**config.mk**
```make
export PLATFORM = sky130hd
export DESIGN_NAME = cc_classifier
export DESIGN_NICKNAME = d
export VERILOG_FILES = /design/src/rtl/cc_cls_pkg.sv /design/src/rtl/cc_settle_timer.sv /design/src/rtl/cc_level_decode.sv /design/src/rtl/cc_classifier.sv
export SDC_FILE = /design/constraint.sdc
export NUM_CORES = 1
export LEC_CHECK = 0
export BUFFER_PORTS_ARGS = -buffer_cell sky130_fd_sc_hd__buf_2
export CAP_MARGIN = 20
export CORE_MARGIN = 10
export CORE_UTILIZATION = 33
export CTS_CLUSTER_DIAMETER = 30
export DETAILED_ROUTE_END_ITERATION = 10
export PLACE_DENSITY = 0.54
export SYNTH_ARGS = -nofsm -noshare
export SYNTH_HDL_FRONTEND = slang
export SYNTH_SLANG_ARGS = --single-unit
```
**constraint.sdc**
```tcl
create_clock -name clk -period 2.8 [get_ports clk]
set_clock_uncertainty 0.15 [all_clocks]
set_input_delay 0.28 -clock clk [delete_from_list [all_inputs] [get_ports clk]]
set_output_delay 0.28 -clock clk [all_outputs]
set_load 0.01 [all_outputs]
```
**src/rtl/cc_cls_pkg.sv**
```systemverilog
package cc_cls_pkg;

    typedef enum logic [2:0] {
        CC_OPEN   = 3'd0,
        CC_RA     = 3'd1,
        CC_RD     = 3'd2,
        CC_RP_DEF = 3'd3,
        CC_RP_1A5 = 3'd4,
        CC_RP_3A0 = 3'd5
    } cc_res_e;

    typedef enum logic [1:0] {
        ST_IDLE   = 2'd0,
        ST_FIRST  = 2'd1,
        ST_SECOND = 2'd2
    } cc_st_e;

    function automatic logic [1:0] pin_hot(input logic pin);
        return pin ? 2'b10 : 2'b01;
    endfunction

endpackage

```
**src/rtl/cc_settle_timer.sv**
```systemverilog
module cc_settle_timer #(
    parameter int unsigned SETTLE_CYC = 62500
) (
    input  logic clk,
    input  logic rst_n,
    input  logic arm,
    output logic expire
);
    localparam int unsigned CW = (SETTLE_CYC > 1) ? $clog2(SETTLE_CYC) : 1;
    localparam logic [CW-1:0] LAST = CW'(SETTLE_CYC - 1);

    typedef struct packed {
        logic          run;
        logic [CW-1:0] cnt;
    } tm_t;

    tm_t tm_d, tm_q;

    always_comb begin
        tm_d = tm_q;
        if (arm) begin
            tm_d.run = 1'b1;
            tm_d.cnt = '0;
        end else if (tm_q.run) begin
            if (tm_q.cnt == LAST) tm_d.run = 1'b0;
            else                  tm_d.cnt = tm_q.cnt + 1'b1;
        end
    end

    always_ff @(posedge clk or negedge rst_n) begin
        if (!rst_n) tm_q <= '0;
        else        tm_q <= tm_d;
    end

    assign expire = tm_q.run && (tm_q.cnt == LAST);

    // Settle window never runs past its last count.
    assert_cnt_bound_R8: assert property (@(posedge clk) disable iff (!rst_n)
        tm_q.run |-> (tm_q.cnt <= LAST));

    // An expiry without a new arm stops the counter.
    assert_stop_after_R8: assert property (@(posedge clk) disable iff (!rst_n)
        (expire && !arm) |=> !tm_q.run);

endmodule

```
**src/rtl/cc_level_decode.sv**
```systemverilog
module cc_level_decode
    import cc_cls_pkg::*;
(
    input  logic       sink_mode,
    input  logic       second_step,
    input  logic       comp,
    input  logic [1:0] level,
    output cc_res_e    res,
    output logic       open_seen
);
    always_comb begin
        open_seen = 1'b0;
        res       = CC_OPEN;
        if (sink_mode) begin
            unique case (level)
                2'd0: res = CC_OPEN;
                2'd1: res = CC_RP_DEF;
                2'd2: res = CC_RP_1A5;
                default: res = CC_RP_3A0;
            endcase
        end else if (!second_step) begin
            open_seen = comp;
            res       = CC_OPEN;
        end else begin
            res = comp ? CC_RD : CC_RA;
        end
    end
endmodule

```
**src/rtl/cc_classifier.sv**
```systemverilog
module cc_classifier
    import cc_cls_pkg::*;
#(
    parameter int unsigned DW         = 6,
    parameter int unsigned SETTLE_CYC = 62500
) (
    input  logic          clk,
    input  logic          rst_n,
    input  logic          start,
    input  logic          src_role,
    input  logic          vconn_on,
    input  logic          polarity,
    input  logic [DW-1:0] thr_open,
    input  logic [DW-1:0] thr_rd,
    input  logic [1:0]    idle_sel,
    input  logic          comp_hi,
    input  logic [1:0]    level,
    output logic [1:0]    meas_sel,
    output logic [1:0]    pu_sel,
    output logic [DW-1:0] dac_code,
    output logic [2:0]    cc1_res,
    output logic [2:0]    cc2_res,
    output logic          done
);

    typedef struct packed {
        cc_st_e        st;
        logic          pin;
        logic          src;
        logic          vconn;
        logic          pol;
        logic [DW-1:0] thr_open;
        logic [DW-1:0] thr_rd;
        logic [1:0]    saved;
        logic [1:0]    meas_sel;
        logic [1:0]    pu_sel;
        logic [DW-1:0] dac;
        cc_res_e       res1;
        cc_res_e       res2;
        logic          done;
    } cls_t;

    cls_t    cls_d, cls_q;
    logic    arm, store, expire, open_seen;
    cc_res_e dec_res;

    cc_settle_timer #(.SETTLE_CYC(SETTLE_CYC)) u_timer (
        .clk    (clk),
        .rst_n  (rst_n),
        .arm    (arm),
        .expire (expire)
    );

    cc_level_decode u_dec (
        .sink_mode   (!cls_q.src),
        .second_step (cls_q.st == ST_SECOND),
        .comp        (comp_hi),
        .level       (level),
        .res         (dec_res),
        .open_seen   (open_seen)
    );

    always_comb begin
        cls_d      = cls_q;
        cls_d.done = 1'b0;
        arm        = 1'b0;
        store      = 1'b0;
        unique case (cls_q.st)
            ST_IDLE: begin
                cls_d.meas_sel = idle_sel;
                cls_d.pu_sel   = 2'b00;
                if (start) begin
                    cls_d.src      = src_role;
                    cls_d.vconn    = vconn_on;
                    cls_d.pol      = polarity;
                    cls_d.thr_open = thr_open;
                    cls_d.thr_rd   = thr_rd;
                    cls_d.saved    = idle_sel;
                    cls_d.pin      = (src_role && vconn_on) ? polarity : 1'b0;
                    cls_d.st       = ST_FIRST;
                    cls_d.meas_sel = pin_hot(cls_d.pin);
                    cls_d.pu_sel   = src_role ? pin_hot(cls_d.pin) : 2'b00;
                    cls_d.dac      = src_role ? thr_open : '0;
                    arm            = 1'b1;
                end
            end
            ST_FIRST: begin
                if (expire) begin
                    if (cls_q.src && !open_seen) begin
                        cls_d.dac = cls_q.thr_rd;
                        cls_d.st  = ST_SECOND;
                        arm       = 1'b1;
                    end else begin
                        store = 1'b1;
                    end
                end
            end
            ST_SECOND: begin
                if (expire) store = 1'b1;
            end
            default: cls_d.st = ST_IDLE;
        endcase

        if (store) begin
            if (cls_q.pin) cls_d.res2 = dec_res;
            else           cls_d.res1 = dec_res;
            if (!cls_q.pin && !(cls_q.src && cls_q.vconn)) begin
                cls_d.pin      = 1'b1;
                cls_d.st       = ST_FIRST;
                cls_d.meas_sel = 2'b10;
                cls_d.pu_sel   = cls_q.src ? 2'b10 : 2'b00;
                cls_d.dac      = cls_q.src ? cls_q.thr_open : '0;
                arm            = 1'b1;
            end else begin
                cls_d.st       = ST_IDLE;
                cls_d.done     = 1'b1;
                cls_d.meas_sel = cls_q.saved;
                cls_d.pu_sel   = 2'b00;
                cls_d.dac      = '0;
            end
        end
    end

    always_ff @(posedge clk or negedge rst_n) begin
        if (!rst_n) cls_q <= '0;
        else        cls_q <= cls_d;
    end

    assign meas_sel = cls_q.meas_sel;
    assign pu_sel   = cls_q.pu_sel;
    assign dac_code = cls_q.dac;
    assign cc1_res  = cls_q.res1;
    assign cc2_res  = cls_q.res2;
    assign done     = cls_q.done;

    // During a run exactly one pin is routed to the front end.
    assert_busy_onehot_R2: assert property (@(posedge clk) disable iff (!rst_n)
        (cls_q.st != ST_IDLE) |-> ($countones(cls_q.meas_sel) == 1));

    // The DAC level holds for the whole settle window.
    assert_dac_hold_R3: assert property (@(posedge clk) disable iff (!rst_n)
        (cls_q.st != ST_IDLE && !expire) |=> $stable(cls_q.dac));

    // With VCONN on, the skipped pin keeps its earlier result.
    assert_keep_cc1_R5: assert property (@(posedge clk) disable iff (!rst_n)
        (cls_q.st != ST_IDLE && cls_q.src && cls_q.vconn && cls_q.pol)
        |=> $stable(cls_q.res1));
    assert_keep_cc2_R5: assert property (@(posedge clk) disable iff (!rst_n)
        (cls_q.st != ST_IDLE && cls_q.src && cls_q.vconn && !cls_q.pol)
        |=> $stable(cls_q.res2));

    // Sink runs never close a pull-up switch.
    assert_sink_no_pull_R6: assert property (@(posedge clk) disable iff (!rst_n)
        (cls_q.st != ST_IDLE && !cls_q.src) |-> (cls_q.pu_sel == 2'b00));

    // Done is a single-cycle pulse.
    assert_done_pulse_R8: assert property (@(posedge clk) disable iff (!rst_n)
        cls_q.done |=> !cls_q.done);

    // A start during a run leaves the captured configuration alone.
    assert_ignore_start_R9: assert property (@(posedge clk) disable iff (!rst_n)
        (cls_q.st != ST_IDLE && start)
        |=> $stable({cls_q.src, cls_q.vconn, cls_q.pol, cls_q.thr_open, cls_q.thr_rd}));

endmodule

```
==> summary.md <==
| Metric | Value |
|---|---|
| Cts bufs inserted | 5 |
| Clk sink count | 53 |
| DIE WIDTH | 113 µm |
| Core box area | 8300 µm² |
| CP Capture Type | flip-flop |
| Die area | 12700 µm² |
| Syn Area/Cell | 10.7 µm² |
| Via count | 1945 |
| Post-route ant nets | 0 |
| Largest net degree at the start of global routing | 28 |
| Setup TNS | 0 ns |
| Clk buf depth | 2 |
| Vias in the first global route | 1993 |
| Min-delay worst type | input pin to flip-flop |
| Antenna diode count | 0 |
| Max FO, Critical Path | 9 |
| Register area share after synthesis | 0.467 |
| Clock Latency Late Sink | 0.31 ns |
| Final clock period utilization by the worst path | 0.944 |
| Synth cell count leaders | 53 x dfrtp_1, 29 x nor2_1, 26 x mux2_2, 17 x buf_4, 14 x a31oi_1 |
| Grt total ovfl | 0 |
| DRT Pass-1 Iters | 4 |
| Relative slew slack | 0.554 |
| Synthesized flop and latch total | 53 |
| Reg clk slew, reported paths | 0.11 ns |
| RSZ-0062 raised after global routing | false |
| Actual slew at the worst max-slew pin | 0.663 ns |
| FP Rows | 33 |
| Final GP Congestion | 0.763 |
| Synth area leader | dfrtp_1 |
| # IOs | 40 |
| Outcome | completed |
| Post-synth top area share | 0.467 |
| EDFF count, synth | 0 |
| Most frequent cell after synthesis | dfrtp_1 |
| CP max-delay cell | or4b_4 |
| CP startpoint kind | flip-flop |
| Worst setup path class | flip-flop to flip-flop |
| Yosys cell types | 43 |
| CTS Root Cell | clkbuf_8 |
| Cells after Synth | 264 |
| Layout Nets | 322 |
| Detail Placement HPWL | 4.53 mm |
| Tmin final | 2.64 ns |
| CTS tree | yes |
| # setup viols final | 0 |
| Gr usage total | 0.0967 |
| Arrival @ worst endpoint | 2.70 ns |
| Wire length per cell | 15.2 µm |
| Top post-synthesis cells by area | dfrtp_1 47%, mux2_2 10%, buf_4 4.5% |
| Initial DRC count | 77 |
| Area of the multi-input gates | 1310 µm² |
| Leakage power | 1.55 nW |
| Drt total wl | 6.08 mm |
| Layout cells sized above 1 | 0.305 |
| Max stage delay on crit path | 0.52 ns |
| Pwr Density | 838 nW/µm² |
| Max_cap viols | 0 |
| Fmax | 0.378 GHz |
| Maximum VDD drop | 0.000250 V |
| Worst setup margin | 0.157 ns |
| Reg area | 1330 µm² |
| Initial antenna violation count | 0 |
| Filler instances | 846 |
| Crit-path cells | ha_1 > or4b_4 > nor4_4 > nand3_4 > nor2_1 > mux2_2 |
| Async SR Flop Fraction | 1.00 |
| Height of the die | 113 µm |
| Layout area overhead | 12.4% |
| Max Slew Vio Count | 0 |
| Vias/cell | 4.86 |
| Starting Density | 0.342 |
| Global-route wire length before repair | 10.4 mm |
| Post-synth top flop | dfrtp_1 |
| Syn_nets | 292 |
| H-tree Lvls | 2 |
| Synthesized cell area | 2840 µm² |
| Total number of yosys warnings | 0 |
| CP required | 2.86 ns |
| Endpoints failing hold | 0 |
| Worst slack, placed | 0.150 ns |
| Drc violations | 0 |
| Buffers on Ports | 39 |
placed cells by master (no fill, tap or decap), types with 3 or more instances in the layout:
| master | count |
|---|---|
| a21o_1 | 7 |
| a21oi_1 | 7 |
| a31oi_1 | 14 |
| and2_1 | 7 |
| and3_1 | 4 |
| buf_2 | 39 |
| buf_4 | 11 |
| clkbuf_8 | 5 |
| dfrtp_1 | 53 |
| ha_1 | 5 |
| inv_1 | 5 |
| mux2_2 | 26 |
| mux2i_1 | 5 |
| nand2_1 | 12 |
| nand2b_1 | 4 |
| nand3_1 | 8 |
| nand4_1 | 3 |
| nor2_1 | 29 |
| nor2b_1 | 3 |
| xnor2_1 | 7 |
| xor2_1 | 8 |
timing repair:
action | in CTS | in global routing
resized for setup | 0 | 0
hold buffers | 1 | 0
buffers inserted | 0 | 0
endpoints found under the hold margin | 53 | 0
setup endpoints to repair | 0 | 0
through the flow:
stage	hold WS, ns	util	power (mW)	area [µm²]	cells
final	0.0490	0.384	2.67	3190	400
after global routing	0.0344	0.384	2.89	3190	400
after detailed placement	-0.0672	0.369	2.16	3070	391
after CTS	0.0415	0.384	2.71	3190	400
after floorplan	-0.166	-	1.91	2840	264
after global placement	-0.0679	0.369	2.15	3070	391
cells by family after synthesis:
family | after synthesis | synth area share
muxes | 32 | 0.126
AOI/OAI and AO/OA | 42 | 0.106
adders and majority gates | 5 | 0.0220
DFF | 53 | 0.467
and+or+nand+nor | 83 | 0.160
xor gates and xnor gates | 15 | 0.0463
buffers and inverters | 34 | 0.0719
final timing paths:
kind	start	to	slack (ns)	cells after the start
max in group asynchronous	rst_n	u_timer.tm_q[2]	1.84	3
min	thr_rd[1]	cls_q[20]	0.05	2
min in group asynchronous	rst_n	cc2_res[2]	0.13	2
max reg2reg	u_timer.tm_q[0]	cc1_res[2]	0.16	6
min reg2reg	cls_q[19]	cls_q[19]	0.35	1
max	u_timer.tm_q[0]	cc1_res[2]	0.16	6
report_power, final:
| group | leakage [nW] | internal [mW] | switching [mW] |
|---|---|---|---|
| registers | 0.674 | 0.981 | 0.151 |
| logic | 0.825 | 0.491 | 0.520 |
| clock network | 0.0543 | 0.268 | 0.263 |
| total | 1.55 | 1.74 | 0.934 |
registers in the layout (all words and copies together), names as in the netlist:
name,cells
u_timer.tm_q,17
cc2_res,3
meas_sel,2
pu_sel,2
dac_code,6
done,1
cc1_res,3
cls_q,19
cell type report:
cell class,count,area share
Clock inverter,3,0.0145
Inverter,6,0.00706
Timing Repair Buffer,51,0.0902
Clock buffer,5,0.0216
Multi-Input combinational cell,177,0.410
Tap cell,105,0.0412
Sequential cell,53,0.416
metal layers:
metal  track usage  vias to the layer above  wire, µm  share of wire
li1              -                      969         -              -
met1         0.124                      941      2890           0.47
met2         0.156                       27      2910           0.48
met3        0.0238                        8       205          0.034
met4        0.0305                        0        75          0.012
met5             0                        -         0              0
worst max-delay path, delay by kind of cell, from the launching register on:
family	cells	cell delay, ns
mux	1	0.36
fa+ha+maj	1	0.20
simple gates	4	1.44
flops	1	0.41
No activity file was read; power rests on OpenSTA's default activity.
